<file path="config.mk">
export PLATFORM = sky130hd
export DESIGN_NAME = wdog_guard
export DESIGN_NICKNAME = d
export VERILOG_FILES = /design/src/rtl/wdg_pkg.sv /design/src/rtl/wdg_feed_seq.sv /design/src/rtl/wdg_prescale.sv /design/src/rtl/wdg_countdown.sv /design/src/rtl/wdog_guard.sv
export SDC_FILE = /design/constraint.sdc
export NUM_CORES = 1
export LEC_CHECK = 0
export BUFFER_PORTS_ARGS = -buffer_cell sky130_fd_sc_hd__buf_2
export CAP_MARGIN = 20
export CORE_MARGIN = 4
export CORE_UTILIZATION = 37
export DETAILED_ROUTE_END_ITERATION = 10
export PLACE_DENSITY = 0.53
export SLEW_MARGIN = 20
export SYNTH_ARGS = -nofsm -noshare
export SYNTH_HDL_FRONTEND = slang
export SYNTH_SLANG_ARGS = --single-unit
export TNS_END_PERCENT = 1
</file>
<file path="constraint.sdc">
create_clock -name clk -period 2.7 [get_ports clk]
set_input_delay 0.54 -clock clk [delete_from_list [all_inputs] [get_ports clk]]
set_output_delay 0.54 -clock clk [all_outputs]
set_load 0.02 [all_outputs]
</file>
<file path="src/rtl/wdg_pkg.sv">
package wdg_pkg;
    localparam logic [1:0] IDX_CTRL  = 2'd0;
    localparam logic [1:0] IDX_LOAD  = 2'd1;
    localparam logic [1:0] IDX_KICK  = 2'd2;
    localparam logic [1:0] IDX_COUNT = 2'd3;

    localparam logic [7:0] KEY_FIRST  = 8'hAA;
    localparam logic [7:0] KEY_SECOND = 8'h55;

    localparam int BIT_ARM    = 0;
    localparam int BIT_RSTEN  = 1;
    localparam int BIT_FLAG   = 2;
    localparam int BIT_FREEZE = 3;
endpackage

</file>
<file path="src/rtl/wdg_feed_seq.sv">
module wdg_feed_seq
    import wdg_pkg::*;
(
    input  logic       clk,
    input  logic       rst_n,
    input  logic       clr_i,
    input  logic       active_i,
    input  logic       access_i,
    input  logic       kick_wr_i,
    input  logic [7:0] data_i,
    output logic       ok_o,
    output logic       bad_o
);
    typedef struct packed {
        logic armed;
    } seq_t;

    seq_t seq_d, seq_q;

    always_comb begin
        seq_d = seq_q;
        ok_o  = 1'b0;
        bad_o = 1'b0;
        if (clr_i || !active_i) begin
            seq_d.armed = 1'b0;
        end else if (access_i) begin
            if (seq_q.armed) begin
                seq_d.armed = 1'b0;
                if (kick_wr_i && data_i == KEY_SECOND) ok_o  = 1'b1;
                else                                   bad_o = 1'b1;
            end else if (kick_wr_i && data_i == KEY_FIRST) begin
                seq_d.armed = 1'b1;
            end
        end
    end

    always_ff @(posedge clk or negedge rst_n) begin
        if (!rst_n) seq_q <= '0;
        else        seq_q <= seq_d;
    end


    armed_needs_active_chk: assert property (@(posedge clk) disable iff (!rst_n)
        (!active_i) |=> !seq_q.armed);
endmodule

</file>
<file path="src/rtl/wdg_prescale.sv">
module wdg_prescale #(
    parameter int PRE_W = 2
) (
    input  logic clk,
    input  logic rst_n,
    input  logic clr_i,
    input  logic adv_i,
    output logic tick_o
);
    typedef struct packed {
        logic [PRE_W-1:0] phase;
    } pre_t;

    pre_t pre_d, pre_q;

    always_comb begin
        pre_d  = pre_q;
        tick_o = adv_i && !clr_i && (&pre_q.phase);
        if (clr_i)      pre_d.phase = '0;
        else if (adv_i) pre_d.phase = pre_q.phase + 1'b1;
    end

    always_ff @(posedge clk or negedge rst_n) begin
        if (!rst_n) pre_q <= '0;
        else        pre_q <= pre_d;
    end


    phase_hold_chk: assert property (@(posedge clk) disable iff (!rst_n)
        (!adv_i && !clr_i) |=> $stable(pre_q.phase));
endmodule

</file>
<file path="src/rtl/wdg_countdown.sv">
module wdg_countdown #(
    parameter int CW = 32
) (
    input  logic          clk,
    input  logic          rst_n,
    input  logic          clr_i,
    input  logic          load_i,
    input  logic [CW-1:0] load_val_i,
    input  logic          tick_i,
    output logic [CW-1:0] count_o,
    output logic          expire_o
);
    localparam logic [CW-1:0] ONE = CW'(1);

    typedef struct packed {
        logic [CW-1:0] cnt;
    } cnt_t;

    cnt_t cnt_d, cnt_q;

    always_comb begin
        cnt_d    = cnt_q;
        expire_o = 1'b0;
        if (clr_i) begin
            cnt_d.cnt = '0;
        end else if (load_i) begin
            cnt_d.cnt = load_val_i;
        end else if (tick_i && cnt_q.cnt != '0) begin
            cnt_d.cnt = cnt_q.cnt - ONE;
            expire_o  = (cnt_q.cnt == ONE);
        end
    end

    assign count_o = cnt_q.cnt;

    always_ff @(posedge clk or negedge rst_n) begin
        if (!rst_n) cnt_q <= '0;
        else        cnt_q <= cnt_d;
    end


    count_hold_chk: assert property (@(posedge clk) disable iff (!rst_n)
        (!load_i && !tick_i && !clr_i) |=> $stable(cnt_q.cnt));

    count_step_chk: assert property (@(posedge clk) disable iff (!rst_n)
        (tick_i && !load_i && !clr_i && cnt_q.cnt != '0) |=> (cnt_q.cnt == $past(cnt_q.cnt) - ONE));
endmodule

</file>
<file path="src/rtl/wdog_guard.sv">
module wdog_guard
    import wdg_pkg::*;
#(
    parameter int CW       = 32,
    parameter int MIN_LOAD = 256,
    parameter int PRE_W    = 2
) (
    input  logic        clk,
    input  logic        rst_n,
    input  logic        soft_rst_n,
    input  logic        bus_valid,
    input  logic        bus_write,
    input  logic [1:0]  bus_addr,
    input  logic [31:0] bus_wdata,
    output logic [31:0] bus_rdata,
    input  logic        dbg_halt,
    output logic        irq,
    output logic        sys_rst_req
);
    localparam logic [CW-1:0] LOAD_FLOOR = CW'(MIN_LOAD);

    typedef struct packed {
        logic          arm;
        logic          rsten;
        logic          freeze;
        logic          flag;
        logic          irq;
        logic          rstp;
        logic          run;
        logic [CW-1:0] load;
    } wd_t;

    localparam wd_t WD_RST = '{arm: 1'b0, rsten: 1'b0, freeze: 1'b0, flag: 1'b0,
                               irq: 1'b0, rstp: 1'b0, run: 1'b0, load: LOAD_FLOOR};

    wd_t wd_d, wd_q;

    logic          wr_ctrl, wr_load, wr_kick, srst;
    logic          feed_ok, feed_bad, tick, expire, frozen, trip;
    logic [CW-1:0] count;

    assign srst    = !soft_rst_n;
    assign wr_ctrl = bus_valid && bus_write && bus_addr == IDX_CTRL;
    assign wr_load = bus_valid && bus_write && bus_addr == IDX_LOAD;
    assign wr_kick = bus_valid && bus_write && bus_addr == IDX_KICK;
    assign frozen  = wd_q.freeze && dbg_halt;
    assign trip    = expire || feed_bad;

    wdg_feed_seq u_feed (
        .clk       (clk),
        .rst_n     (rst_n),
        .clr_i     (srst),
        .active_i  (wd_q.arm),
        .access_i  (bus_valid),
        .kick_wr_i (wr_kick),
        .data_i    (bus_wdata[7:0]),
        .ok_o      (feed_ok),
        .bad_o     (feed_bad)
    );

    wdg_prescale #(.PRE_W(PRE_W)) u_pre (
        .clk    (clk),
        .rst_n  (rst_n),
        .clr_i  (feed_ok || srst),
        .adv_i  (wd_q.run && !frozen),
        .tick_o (tick)
    );

    wdg_countdown #(.CW(CW)) u_cnt (
        .clk        (clk),
        .rst_n      (rst_n),
        .clr_i      (srst),
        .load_i     (feed_ok),
        .load_val_i (wd_q.load),
        .tick_i     (tick),
        .count_o    (count),
        .expire_o   (expire)
    );

    always_comb begin
        wd_d      = wd_q;
        wd_d.rstp = 1'b0;
        if (wr_ctrl) begin
            wd_d.arm    = wd_q.arm   || bus_wdata[BIT_ARM];
            wd_d.rsten  = wd_q.rsten || bus_wdata[BIT_RSTEN];
            wd_d.freeze = bus_wdata[BIT_FREEZE];
            if (!bus_wdata[BIT_FLAG]) wd_d.flag = 1'b0;
        end
        if (wr_load) begin
            wd_d.load = (bus_wdata[CW-1:0] < LOAD_FLOOR) ? LOAD_FLOOR : bus_wdata[CW-1:0];
        end
        if (feed_ok) wd_d.run = 1'b1;
        if (trip) begin
            wd_d.run  = 1'b0;
            wd_d.irq  = 1'b1;
            wd_d.flag = 1'b1;
            wd_d.rstp = wd_q.arm && wd_q.rsten;
        end
        if (srst) begin
            wd_d.arm    = 1'b0;
            wd_d.rsten  = 1'b0;
            wd_d.freeze = 1'b0;
            wd_d.run    = 1'b0;
            wd_d.rstp   = 1'b0;
            wd_d.load   = LOAD_FLOOR;
        end
    end

    always_comb begin
        bus_rdata = '0;
        unique case (bus_addr)
            IDX_CTRL: begin
                bus_rdata[BIT_ARM]    = wd_q.arm;
                bus_rdata[BIT_RSTEN]  = wd_q.rsten;
                bus_rdata[BIT_FLAG]   = wd_q.flag;
                bus_rdata[BIT_FREEZE] = wd_q.freeze;
            end
            IDX_LOAD:  bus_rdata = 32'(wd_q.load);
            IDX_KICK:  bus_rdata = '0;
            IDX_COUNT: bus_rdata = 32'(count);
            default:   bus_rdata = '0;
        endcase
    end

    assign irq         = wd_q.irq;
    assign sys_rst_req = wd_q.rstp;

    always_ff @(posedge clk or negedge rst_n) begin
        if (!rst_n) wd_q <= WD_RST;
        else        wd_q <= wd_d;
    end


    load_floor_chk: assert property (@(posedge clk) disable iff (!rst_n)
        wd_q.load >= LOAD_FLOOR);

    arm_sticky_chk: assert property (@(posedge clk) disable iff (!rst_n)
        (wd_q.arm && soft_rst_n) |=> wd_q.arm);

    rst_pulse_chk: assert property (@(posedge clk) disable iff (!rst_n)
        sys_rst_req |=> !sys_rst_req);

    rst_gate_chk: assert property (@(posedge clk) disable iff (!rst_n)
        sys_rst_req |-> (wd_q.arm && wd_q.rsten && irq));

    feed_bad_chk: assert property (@(posedge clk) disable iff (!rst_n)
        feed_bad |=> (irq && wd_q.flag));

    irq_hold_chk: assert property (@(posedge clk) disable iff (!rst_n)
        irq |=> irq);

    flag_keep_chk: assert property (@(posedge clk) disable iff (!rst_n)
        (wd_q.flag && !wr_ctrl) |=> wd_q.flag);

    freeze_chk: assert property (@(posedge clk) disable iff (!rst_n)
        (frozen && !feed_ok && soft_rst_n) |=> $stable(count));
endmodule

</file>
-- Word level (Yosys, flattened, before mapping)
Cells that the tools add are included.
- bits in registers: 74
- input port bits: 40
- output and inout bits: 34
- logic and storage cells: 83
- add/sub/neg operators: 2
- $lt $le $gt $ge: 1
- eq/ne operators: 11
- muxes and demuxes: 30
- reductions and logical operators: 28
- operators with widths (operator ; count):
    32-bit two-way mux ; 5
    28-bit one-hot mux with 2 select lines ; 1
    34-bit two-way mux ; 1
    32-bit by 1-bit equality test with 1-bit output, second input constant ; 1
    32-bit by 9-bit less-than comparator with 1-bit output, second input constant ; 1
    32-bit nonzero test ; 1
    32-bit by 1-bit subtractor with 32-bit output, second input constant ; 1
    1-bit two-way mux ; 17
    4-bit one-hot mux with 4 select lines ; 1
    1-bit logical AND ; 12
    8-bit by 7-bit equality test with 1-bit output, second input constant ; 1
    8-bit equality test, second input constant ; 1
    4-bit two-way mux ; 2
    2-bit by 1-bit inequality test with 1-bit output, second input constant ; 3
    3-bit by 1-bit inequality test with 1-bit output, second input constant ; 2
    2-bit nonzero test ; 3
    1-bit logical OR ; 5
    2-bit equality test, second input constant ; 2
    1-bit zero test ; 4
    2-bit two-way mux ; 2
    2-bit AND reduction ; 2
    3-bit two-way mux ; 1
    2-bit by 1-bit adder with 2-bit output, second input constant ; 1
    2-bit by 1-bit equality test with 1-bit output, second input constant ; 1
    2-bit zero test ; 1

-- Depth between registers and ports, before layout
- word-level depth: 18
- mapped depth: 9
- gate-level depth less buffers: 7

-- Cells and area by module
From an unflattened synthesis, not the netlist that was laid out.
- cells, all modules: 545
- area total of the unflattened synthesis: 4668.2 µm²
- by module, submodules not included (module ; instances ; cells each ; area each (µm²) ; seq. area each (µm²)):
    wdog_guard ; 1 ; 252 ; 2249.7 ; 977.2
    wdg_countdown ; 1 ; 271 ; 2188.3 ; 800.8
    wdg_feed_seq ; 1 ; 13 ; 133.9 ; 25.0
    wdg_prescale ; 1 ; 9 ; 96.3 ; 50.0

-- Worst setup path after synthesis
Ideal clock, no wire load.
- kind: input-to-output
- start: input bus_addr[1]
- end: output bus_rdata[11]
- arrival: 1885 ps
- required time: 2160 ps
- setup slack: 275 ps
- cell stages on the path: 4
- buffers on the path: 2
- cell sequence: buf_1 > buf_1 > mux2i_1 > nor2b_1
- cells in the longest elaborated chain, start to end: 2
- elaborated cells between the ends (all ways): 3
- those cells by class: eq/ne (2); mux (1)
- RTL lines (item ; RTL line ; RTL):
    from (decl) ; wdog_guard.sv:13 ; input logic [1:0] bus_addr,
    2-bit equality test or 2-bit by 1-bit equality test with 1-bit output (tied branches) ; wdog_guard.sv:111 ; unique case (bus_addr)
    28-bit one-hot mux with 2 select lines * ; wdog_guard.sv:111 ;
    to (decl) ; wdog_guard.sv:15 ; output logic [31:0] bus_rdata,
Mark *: on every way between the ends. The rest lies on a longest branch, timed or not.

-- Worst setup path in the final report
- start: register u_cnt.cnt_q (netlist bit u_cnt.count_o[2])
- end: register u_cnt.cnt_q (netlist bit u_cnt.count_o[23])
- cells in the longest elaborated chain, start to end: 4
- elaborated cells between the ends (all ways): 7
- those cells by class: add/sub (1); eq/ne (1); mux (3); reduce/logical (2)
- RTL lines (item ; RTL line ; RTL):
    from (decl) ; wdg_countdown.sv:19 ; cnt_t cnt_d, cnt_q;
    from (signal assigned) ; wdg_countdown.sv:38 ; else cnt_q <= cnt_d;
    32-bit by 1-bit subtractor with 32-bit output ; wdg_countdown.sv:29 ; cnt_d.cnt = cnt_q.cnt - ONE;
    32-bit two-way mux ; wdg_countdown.sv:28 ; end else if (tick_i && cnt_q.cnt != '0) begin
    32-bit two-way mux ; wdg_countdown.sv:26 ; end else if (load_i) begin
    32-bit two-way mux ; wdg_countdown.sv:24 ; if (clr_i) begin
Several ways; a longest one is shown, not always the timed one. The select of a mux whose other input is x is not followed.
A chain may end at the register's enable or synchronous reset.

==> key figures <==
Layout
  • Share of layout cells above drive strength 1: 23.7%
  • Nets: 583
  • Fill cells: 1149
  • # diodes: 0
  • Final instance area: 5350 µm²
  • Area Overhead vs Synth: 21.4%

Placed design
  • Placer Congestion: 0.836
  • Post-DP HPWL: 8760 µm
  • Buffers on Ports: 73
  • DP Area: 5020 µm²

Timing
  • Fmax: 401 MHz
  • Tcrit/Tclk final: 92.4%
  • Fin crit period: 2490 ps
  • Max-slew violations: 0
  • Sum Neg Setup Slack: 0 ps
  • Final setup vio count: 0
  • Worst slew pin tran: 498 ps
  • Hold Vio Cnt, Final: 0
  • Clock skew: 5.70 ps
  • Unrepaired setup endpoints after global routing: no
  • Relative slew slack: 66.5%

Yosys
  • Seq/Total Area, Yosys: 42.0%
  • Async SR Flop Fraction: 100%
  • Post-Syn Area: 4410 µm²
  • Most frequent cell after synthesis: dfrtp_1
  • Area contributors post-synth: dfrtp_1 (41%), mux2i_1 (7.9%), o21ai_0 (5.0%)
  • Mapped Avg Cell Area: 9.46 µm²
  • Syn Nets: 509
  • Post-synthesis cell type count: 56
  • Post-synth top area cell: dfrtp_1
  • Ys Warns: 0
  • Synth Flop Type: dfrtp_1
  • Post-synth EDFFs: 0
  • Synth top cells by count: dfrtp_1 (73), o21ai_0 (44), mux2i_1 (35)
  • Post-Syn Instances: 466
  • Synthesized flop and latch total: 74
  • Post-synth top area share: 41.4%

Setup path
  • Crit Path Class: flop to flop
  • CP Data Arrival Time: 2760 ps
  • Critical path launch point type: flop
  • CP required: 2960 ps
  • Worst-path fanout max: 16
  • CP endpoint kind: flop

Floorplanning
  • Row Count: 39
  • Die Span Y: 117 µm
  • IO Count: 74
  • Starting Density: 38.1%
  • Core area: 11600 µm²
  • Die area: 13700 µm²
  • Die X-Extent: 117 µm

Clocking
  • Clock sink count: 74
  • CTS clock-pin slew for the worst setup and hold paths: 60 ps
  • Hold Buf Count CTS: 0
  • Clock buffer depth: 2
  • Max H-tree Level: 3
  • CTS Buf Count: 9
  • CTS tree: yes
  • Worst-Skew Late Latency: 340 ps
  • Clock root cell: clkbuf_16

Route
  • Vias: 3975
  • Wire per inst: 18.5 µm
  • Post-route ant nets: 0
  • DR DRC count: 0
  • Detailed router's first-iteration violation count: 193
  • Vias/cell: 5.78
  • Pre-antenna DRT Iters: 4
  • Final WL: 12700 µm

Pwr
  • PD cells: 478 nW/µm²
  • VDD IR-drop max: 0.000346 V
  • Pleak: 2.44 nW

Global routing
  • GRT Overall Usage: 19.7%
  • Pin count of the biggest net entering global routing: 66
  • Vias in the first global route: 3886
  • Initial antenna violation count: 0
  • First-pass GRT wire length: 20900 µm
  • GRT overflow: 0

Flow run
  • Max_cap viols: 0

Min path
  • Hold Path Class: primary input to asynchronous set/reset pin

Outcome
  • Status: finished, final reports clean
## cell type report
| class | instances | area (µm²) | share of cell area [%] |
|---|---|---|---|
| Clock buffer | 12 | 256 | 4.79 |
| Clock inverter | 4 | 50.0 | 0.935 |
| Inverter | 8 | 30.0 | 0.561 |
| Multi-Input combinational cell | 352 | 2400 | 44.9 |
| Sequential cell | 74 | 1850 | 34.6 |
| Tap cell | 143 | 179 | 3.34 |
| Timing Repair Buffer | 95 | 583 | 10.9 |
## sequential cells by signal (all words and copies together), names as in the netlist
signal / flops
wd_q: 37
u_cnt.count_o: 32
u_pre.pre_q: 2
irq: 1
sys_rst_req: 1
u_feed.seq_q: 1
## cells by family after synthesis
group / after synthesis / synth area share [%]
multiplexers: 35 / 7.95
flip-flops: 74 / 42.0
AND/OR/NAND/NOR: 179 / 25.0
buffers and inverters: 40 / 3.75
AO/OA/AOI/OAI: 134 / 20.2
XOR/XNOR: 1 / 0.199
adder cells (fa/ha/maj): 3 / 0.851
## placed cells by master (no fill, tap or decap), types with 2 or more instances in the layout
cell / instances
mux2i_1: 35
clkbuf_16: 9
nor4bb_1: 2
nor2_1: 18
dfrtp_1: 73
o41ai_1: 2
nand2b_1: 3
or3_1: 16
nand2_1: 27
clkinvlp_4: 2
nand4_1: 3
a21oi_1: 8
buf_4: 19
or4bb_1: 2
nor2b_1: 28
inv_1: 8
nand3_1: 9
clkbuf_8: 2
and3_1: 3
or2_2: 3
nor3_1: 10
o311ai_0: 2
or3_2: 2
buf_12: 4
a22o_1: 25
o21ai_0: 44
nor4_1: 11
buf_2: 72
or4_1: 22
nand4b_1: 2
nor4_4: 2
a31oi_1: 28
o31ai_1: 17
ha_1: 3
## stage by stage
step / hold WS [ps] / power, mW / std cells / setup WS (ps) / utilization [%]
floorplan: 244 / 1.23 / 466 / 275 / -
global placement: 480 / 1.34 / 669 / 211 / 43.4
detailed placement: 447 / 1.34 / 669 / 89.7 / 43.4
CTS: 160 / 2.59 / 685 / 93.6 / 46.1
global route: 173 / 2.67 / 688 / 36.6 / 46.3
finish: 143 / 2.56 / 688 / 205 / 46.3
## path summary, 6_finish.rpt
| kind | start | endpoint | slack [ps] | cells after the start |
|---|---|---|---|---|
| max | u_cnt.count_o[2] | u_cnt.count_o[23] | 210 | 5 |
| min | rst_n | wd_q[19] | 140 | 1 |
| max reg2reg | u_cnt.count_o[2] | u_cnt.count_o[23] | 210 | 5 |
| min reg2reg | irq | irq | 460 | 1 |
| max in group asynchronous | rst_n | wd_q[22] | 1960 | 2 |
| min in group clk | bus_wdata[8] | wd_q[8] | 410 | 3 |
## where the power goes
part / internal (mW) / switching [mW]
clock: 0.765 / 0.476
combinational: 0.0707 / 0.117
sequential: 1.12 / 0.00994
## metal layers
layer  vias to the layer above  part of all wire, %  global-route usage (%)
met3                         9                  4.9                    5.50
met1                      1939                   49                    28.4
li1                       1941                    -                       -
met5                         -                    0                       0
met2                        86                   45                    29.4
met4                         0                  1.1                    4.59
## worst max-delay path, stage by stage (launching register included)
cell and delay [ps]:
dfrtp_1 440, or4_1 610, nor3_4 260, nand3_2 340
or4_1 590, a31oi_1 170
## repair_timing
item,4_1_cts,5_1_grt
gates resized for setup,0,1
setup buffers,0,3
setup endpoints to repair,0,8
Note: power is estimated with default switching activity, not from simulation.
